$ cat src/rtl/bxr_pkg.sv
`timescale 1ns/1ps
package bxr_pkg;
  typedef enum logic [1:0] {DRV_NONE = 2'd0, DRV_SIDE_A = 2'd1, DRV_SIDE_B = 2'd2} drv_t;

  // Decode which side is driven from enable and direction.
  function automatic drv_t drive_target(input logic en_n, input logic to_b);
    if (en_n) return DRV_NONE;
    return to_b ? DRV_SIDE_B : DRV_SIDE_A;
  endfunction
endpackage

$ cat src/rtl/strobe_edge.sv
`timescale 1ns/1ps
module strobe_edge #(
  parameter int STAGES = 2
) (
  input  logic clk,
  input  logic rst_n,
  input  logic strobe,
  output logic rise
);
  logic [STAGES:0] shr;

  always_ff @(posedge clk) begin
    if (!rst_n) shr <= '0;
    else        shr <= {shr[STAGES-1:0], strobe};
  end

  assign rise = shr[STAGES-1] & ~shr[STAGES];
endmodule

$ cat src/rtl/hold_reg.sv
`timescale 1ns/1ps
module hold_reg #(
  parameter int W = 8
) (
  input  logic         clk,
  input  logic         rst_n,
  input  logic         load,
  input  logic [W-1:0] d,
  output logic [W-1:0] q
);
  always_ff @(posedge clk) begin
    if (!rst_n)    q <= '0;
    else if (load) q <= d;
  end
endmodule

$ cat src/rtl/side_drive.sv
`timescale 1ns/1ps
module side_drive #(
  parameter int W = 8
) (
  input  logic         en,
  input  logic         pick_stored,
  input  logic [W-1:0] live,
  input  logic [W-1:0] stored,
  output logic [W-1:0] out,
  output logic [W-1:0] drv
);
  for (genvar i = 0; i < W; i++) begin : g_bit
    assign out[i] = en & (pick_stored ? stored[i] : live[i]);
    assign drv[i] = en;
  end
endmodule

$ cat src/rtl/bus_xcvr_reg.sv
`timescale 1ns/1ps
module bus_xcvr_reg #(
  parameter int W = 8,
  parameter int SYNC_STAGES = 2
) (
  input  logic         clk,
  input  logic         rst_n,
  input  logic         drive_en_n,
  input  logic         toward_b,
  input  logic         pick_ab_reg,
  input  logic         pick_ba_reg,
  input  logic         cap_ab,
  input  logic         cap_ba,
  input  logic [W-1:0] a_in,
  output logic [W-1:0] a_out,
  output logic [W-1:0] a_drv,
  input  logic [W-1:0] b_in,
  output logic [W-1:0] b_out,
  output logic [W-1:0] b_drv
);
  import bxr_pkg::*;

  logic         ld_ab, ld_ba;
  logic [W-1:0] q_ab, q_ba;
  drv_t         target;
  logic         en_a, en_b;

  strobe_edge #(.STAGES(SYNC_STAGES)) u_edge_ab (
    .clk(clk), .rst_n(rst_n), .strobe(cap_ab), .rise(ld_ab));
  strobe_edge #(.STAGES(SYNC_STAGES)) u_edge_ba (
    .clk(clk), .rst_n(rst_n), .strobe(cap_ba), .rise(ld_ba));

  hold_reg #(.W(W)) u_reg_ab (
    .clk(clk), .rst_n(rst_n), .load(ld_ab), .d(a_in), .q(q_ab));
  hold_reg #(.W(W)) u_reg_ba (
    .clk(clk), .rst_n(rst_n), .load(ld_ba), .d(b_in), .q(q_ba));

  assign target = drive_target(drive_en_n, toward_b);
  assign en_a   = (target == DRV_SIDE_A);
  assign en_b   = (target == DRV_SIDE_B);

  side_drive #(.W(W)) u_drv_a (
    .en(en_a), .pick_stored(pick_ba_reg), .live(b_in), .stored(q_ba),
    .out(a_out), .drv(a_drv));
  side_drive #(.W(W)) u_drv_b (
    .en(en_b), .pick_stored(pick_ab_reg), .live(a_in), .stored(q_ab),
    .out(b_out), .drv(b_drv));
endmodule

$ cat config.mk
export PLATFORM = sky130hd
export DESIGN_NAME = bus_xcvr_reg
export DESIGN_NICKNAME = d
export VERILOG_FILES = /design/src/rtl/bxr_pkg.sv /design/src/rtl/strobe_edge.sv /design/src/rtl/hold_reg.sv /design/src/rtl/side_drive.sv /design/src/rtl/bus_xcvr_reg.sv
export SDC_FILE = /design/constraint.sdc
export NUM_CORES = 1
export LEC_CHECK = 0
export BUFFER_PORTS_ARGS = -buffer_cell sky130_fd_sc_hd__buf_2
export CORE_UTILIZATION = 48
export CTS_BUF_LIST = sky130_fd_sc_hd__clkbuf_2 sky130_fd_sc_hd__clkbuf_4 sky130_fd_sc_hd__clkbuf_8
export CTS_CLUSTER_SIZE = 40
export DETAILED_ROUTE_END_ITERATION = 8
export PLACE_DENSITY = 0.89
export RECOVER_POWER = 50
export SYNTH_ARGS = -nofsm -noshare
export SYNTH_HDL_FRONTEND = slang
export SYNTH_HIERARCHICAL = 1
export SYNTH_SLANG_ARGS = --single-unit
export TNS_END_PERCENT = 100
$ cat constraint.sdc
create_clock -name clk -period 1.6 [get_ports clk]
set_clock_uncertainty 0.1 [all_clocks]
set_input_delay 0.32 -clock clk [delete_from_list [all_inputs] [get_ports clk]]
set_output_delay 0.32 -clock clk [all_outputs]
set_load 0.01 [all_outputs]
==> impl_metrics.tcl, run 1 <==
set metrics [dict create \
    core_um2 2297 \
    drc 0 \
    yosys.area.top_type "dfxtp_1" \
    via_per_inst 4.798 \
    htree_levels 1 \
    endpoint_kind "output pin" \
    hold_viol 0 \
    io_pins 56 \
    synth.avg_cell_area_um2 10.42 \
    worstSkewPairLatency_ps 290 \
    synth_top_flop_cell "dfxtp_1" \
    wl_mm 1.986 \
    grt_max_degree 23 \
    synth_common_cells "32 x mux2i_1, 32 x nor2b_1, 22 x dfxtp_1, 16 x buf_4, 6 x and2_1" \
    postCtsHoldBufs 0 \
    ir_worst_vdd_mv 0.4598 \
    cts_tree "done" \
    rows 17 \
    drtPass1Iterations 4 \
    track_usage_pct 15.09 \
    synth_cell_types 8 \
    setup_tns_ps 0 \
    synth_edf_count 0 \
    ant_nets 0 \
    gp_congestion 0.6225 \
    cts_buffers 3 \
    antenna_found_initial 0 \
    cts_setup_buffers 0 \
    grt_overflow 0 \
    required_ps 1180 \
    worstPathArrival_ps 990 \
    max_freq_ghz 0.7072 \
    synthCells 116 \
    ys_warn_count 6 \
    cts.clk_slew.worst_paths_ps 110 \
    cp-start-kind "input port" \
    die_y_um 52.18 \
    hpwl_mm 1.504 \
    dieArea_um2 2723 \
    status "finished, final reports clean" \
    cts_resized 0 \
    setup_viol 0 \
    max_cap_violations 0 \
    vias 878 \
    syn_area_um2 1209 \
    async_reset_ff_share_pct 0 \
    drtIter0Drc 11 \
    rsz0062_at_grt "false" \
    nets 181 \
    grt_pass1_wl_mm 3.008 \
    power_uw 995.8 \
    synth_top_area_share_pct 36.44 \
    synth_seq_cells 22 \
    cp_max_fo 16 \
    post-route-period-util_pct 88.38 \
    portBuffers 55 \
    clockRootBuffer "clkbuf_4" \
    synth_nets 140 \
    whs_ps 119.6 \
    preCtsSetupSlack_ps 191.6 \
    worst_slack_ps 186.0 \
    diodes 0 \
    timing.slew.headroom_pct 53.97 \
    grt_pass1_vias 733 \
    drive_above_1_share_pct 36.77 \
    min_path_type "in -> reg" \
    clk_path_buf_depth 2 \
    die_width_um 52.18 \
    crit_type "in -> out" \
    clock-sinks 22 \
    slew_viol_final 0 \
    start_util_pct 52.61 \
    p_per_area_nw_per_um2 728.1 \
    num-fill-cells 208 \
    syn_to_final_growth_pct 13.15 \
    worstMarginPinSlew_ps 690.4 \
    yosysSeqAreaShare_pct 36.44 \
    finalWorstPathRequiredPeriod_ps 1414 \
    avgRoutedWirePerCell_um 10.85 \
    power_leakage_nw 0.6399 \
    synth_area_leaders "dfxtp_1 36%, mux2i_1 27%, nor2b_1 17%, buf_4 9.9%, buf_6 3.7%" \
]
[routing by layer]
metal	GRT usage (%)	part of all wire, %
met5	0	0
met4	5.263	0.86
met3	3.478	6.2
met2	27.78	50
met1	16.79	43
[worst max-delay path: stages]
cell,delay (ps)
buf_2,120
nor2_1,80
buf_4,180
nor2b_1,150
buf_2,140
[per-stage QoR]
stage | cells | util [%] | cell area, µm²
after detailed placement | 180 | 59.26 | 1361
final | 183 | 59.53 | 1368
after floorplan | 116 | - | 1209
after global routing | 183 | 59.53 | 1368
after global placement | 180 | 59.26 | 1361
after CTS | 183 | 60.24 | 1384
[power by group]
part | internal (mW) | leakage (nW) | switching [mW]
Sequential | 0.567 | 0.179 | 0.00843
Clock | 0.0876 | 0.0138 | 0.147
Combinational | 0.0951 | 0.447 | 0.0908
[state kept, by name, summed over array words and instances, names as in the netlist]
signal,cells
u_edge_ab/shr,3
u_edge_ba/shr,3
u_reg_ab/q,8
u_reg_ba/q,8
[cell type report]
type	instances	area, µm²	share of cell area [%]
multi-input combinational	74	593.1	43.37
clock buffer	3	22.52	1.647
sequential	22	440.4	32.20
tap	28	35.03	2.562
timing repair buffer	56	276.5	20.22
[placed cells by master (no fill, tap or decap)]
master    instances
dfxtp_1          22
nor2b_1          32
nor2b_4           1
and2_1            4
nor2_1            1
buf_2            50
clkbuf_1          5
mux2i_1          32
buf_4             1
clkbuf_4          3
nor2b_2           2
and2_0            2
[logic make-up (layout without fill, tap and decap cells)]
logic type / count (synthesis) / count (layout) / synth area share, %
flops: 22 / 22 / 36.44
buf+inv: 20 / 59 / 13.66
simple gates: 42 / 42 / 23.40
mux: 32 / 32 / 26.50
[final timing paths]
| kind | start | to | slack, ps | depth (start not counted) |
|---|---|---|---|---|
| setup / recovery | drive_en_n | a_out[3] | 190 | 5 |
| hold / removal | cap_ab | u_edge_ab/shr[0]$_SDFF_PN0_ | 120 | 2 |
| setup reg to reg | u_edge_ab/shr[1]$_SDFF_PN0_ | u_reg_ab/q[5]$_SDFFE_PN0P_ | 280 | 3 |
| hold reg to reg | u_edge_ab/shr[0]$_SDFF_PN0_ | u_edge_ab/shr[1]$_SDFF_PN0_ | 340 | 1 |
Power figures use the tool's default switching activity.
==> run 2, diff against run 1 <==
- BUFFER_PORTS_ARGS: -buffer_cell sky130_fd_sc_hd__buf_2 -> not set
- CORE_UTILIZATION: 48 -> 55
- DONT_BUFFER_PORTS: not set -> 1
- PLACE_DENSITY: 0.89 -> 0.77
==> run 2 against run 1 <==
Effect of this change: sequential power hardly changed; register-to-register slack hardly changed; final cell count is 30% lower; sequential share of layout area is 7.7 points higher; worst hold slack worse by 79 ps; count of clock-buffer cells in the layout stayed put; fmax is 3.0% higher; global-route usage is 0.77 points lower; core utilization is 4.9 points lower; non-clock buffer count is 54 lower; via count is 27% lower; die area is 12% lower; critical path type unchanged; critical endpoint is now b_drv[0]; largest cell class unchanged.
==> impl_metrics.tcl, run 2 (same netlist as run 1, synthesis figures left out) <==
set metrics [dict create \
    status "finished, final reports clean" \
    cp_max_fo 9 \
    vias 641 \
    finalNonFillerCells 128 \
    hpwl_mm 1.195 \
    core_um2 2022 \
    required_ps 1180 \
    ant_nets 0 \
    max_cap_violations 0 \
    cts.clk_slew.worst_paths_ps 110 \
    postCtsHoldBufs 0 \
    finalWorstPathRequiredPeriod_ps 1373 \
    critical_path.slowest_cell "clkbuf_2" \
    min_path_type "in -> reg" \
    rows 16 \
    slew_viol_final 0 \
    max_freq_ghz 0.7284 \
    ir_worst_vdd_mv 0.5166 \
    drtIter0Drc 6 \
    layout_common_cells "32 x mux2i_1, 32 x nor2b_1, 22 x dfxtp_1, 5 x and2_1, 3 x clkbuf_4" \
    cp_num_buf_inv 1 \
    seqPwrFrac_pct 62.4 \
    crit_type "in -> out" \
    rrSetupSlack_ps 290 \
    worst_r2r_startpoint "u_edge_ba/shr[1]$_SDFF_PN0_" \
    worstPathCellList "nor2b_4 -> clkbuf_2" \
    clk_path_buf_depth 2 \
    die_y_um 48.88 \
    p_per_area_nw_per_um2 834.6 \
    cts_tree "done" \
    endpoint_kind "output pin" \
    cts_buffers 3 \
    drive_above_1_share_pct 8.911 \
    wl_mm 1.659 \
    critPathTopFamily "buffers and inverters" \
    final_cell_area_um2 1105 \
    p_int_uw 712.3 \
    htree_levels 1 \
    pwr-share-clk_pct 25.3 \
    worstSkewPairLatency_ps 290 \
    grt_overflow 0 \
    clockRootBuffer "clkbuf_4" \
    slowest_delay_ps 420 \
    antenna_found_initial 0 \
    nets 127 \
    syn_to_final_growth_pct -8.592 \
    grt_pass1_vias 607 \
    track_usage_pct 14.32 \
    cts_setup_buffers 0 \
    pwr-share-comb_pct 12.3 \
    timing.slew.headroom_pct 63.50 \
    netSwitchingPower_uw 209.8 \
    drtPass1Iterations 4 \
    start_util_pct 59.78 \
    diodes 0 \
    grt_max_degree 23 \
    setup_tns_ps 0 \
    startpoint "toward_b" \
    worstMarginPinSlew_ps 545.1 \
    clock-sinks 22 \
    regArea_um2 440.4 \
    cts_resized 0 \
    hold_viol 0 \
    placed_cell_area_um2 1095 \
    io_pins 56 \
    avgRoutedWirePerCell_um 12.96 \
    rsz0062_at_grt "false" \
    r2r_end "u_reg_ba/q[3]$_SDFFE_PN0P_" \
    crit_cells 2 \
    worstPathArrival_ps 950 \
    die_width_um 48.88 \
    setup_viol 0 \
    gp_congestion 0.6252 \
    post-route-period-util_pct 85.80 \
    dp_cells 125 \
    drc 0 \
    dieArea_um2 2389 \
    num-fill-cells 184 \
    grt_pass1_wl_mm 2.573 \
    worstRegToRegCells 3 \
    power_leakage_nw 0.4094 \
    p_sw_share_pct 22.75 \
    portBuffers 0 \
    cp-start-kind "input port" \
    multi_input_area_um2 595.6 \
    worstSetupEndpoint "b_drv[0]" \
    top_regs "u_reg_ab/q: 8 flops, u_reg_ba/q: 8 flops" \
    via_per_inst 5.008 \
]
[run 2: changes by cell type in the layout (fill, tap and decap cells not counted)]
| cell | change |
|---|---|
| buf_2 | -50 |
| clkbuf_1 | -5 |
| and2_0 | -1 |
| and2_1 | +1 |
| clkbuf_2 | +1 |
| nor2_1 | -1 |
| nor2_2 | +1 |
[run 2: power by group through the flow]
stage	combinational, mW	clock, mW	sequential [mW]
3_5_place_dp	0.117	0	0.588
4_1_cts	0.117	0.251	0.576
2_1_floorplan	0.148	0	0.586
3_3_place_gp	0.115	0	0.587
5_1_grt	0.123	0.275	0.578
6_report	0.114	0.233	0.575
[run 2: metal layers]
metal | wire [µm] | global-route usage [%] | up-vias
li1 | - | - | 333
met1 | 766 | 17.64 | 283
met2 | 763 | 22.69 | 23
met3 | 113 | 4.050 | 2
met4 | 15 | 7.353 | 0
met5 | 0 | 0 | -
[run 2: final cells by class]
| class | instances | area share [%] |
|---|---|---|
| Clock buffer | 3 | 2.039 |
| Multi-Input combinational cell | 74 | 53.91 |
| Sequential cell | 22 | 39.86 |
| Tap cell | 27 | 3.058 |
| Timing Repair Buffer | 2 | 1.133 |
[run 2: how the worst min path moves through the flow]
stage	slack, ps	cells after the start	end	from
after global placement	310	1	u_edge_ab/shr[1]$_SDFF_PN0_	u_edge_ab/shr[0]$_SDFF_PN0_
after CTS	30	1	u_edge_ba/shr[0]$_SDFF_PN0_	cap_ba
after floorplan	310	1	u_edge_ab/shr[1]$_SDFF_PN0_	u_edge_ab/shr[0]$_SDFF_PN0_
after global routing	10	1	u_edge_ba/shr[0]$_SDFF_PN0_	cap_ba
after detailed placement	320	1	u_edge_ab/shr[1]$_SDFF_PN0_	u_edge_ab/shr[0]$_SDFF_PN0_
final	40	1	u_edge_ab/shr[0]$_SDFF_PN0_	cap_ab
[run 2: metrics by stage]
| step | worst slack, ps | utilization (%) | hold WS (ps) | power (mW) |
|---|---|---|---|---|
| global placement | 278.9 | 54.15 | 314.4 | 0.7020 |
| global route | 149.5 | 54.64 | 13.93 | 0.9757 |
| finish | 227.2 | 54.64 | 40.55 | 0.9221 |
| detailed placement | 271.6 | 54.15 | 317.9 | 0.7053 |
| CTS | 192.8 | 55.26 | 26.19 | 0.9444 |
| floorplan | 123.8 | - | 311.8 | 0.7338 |
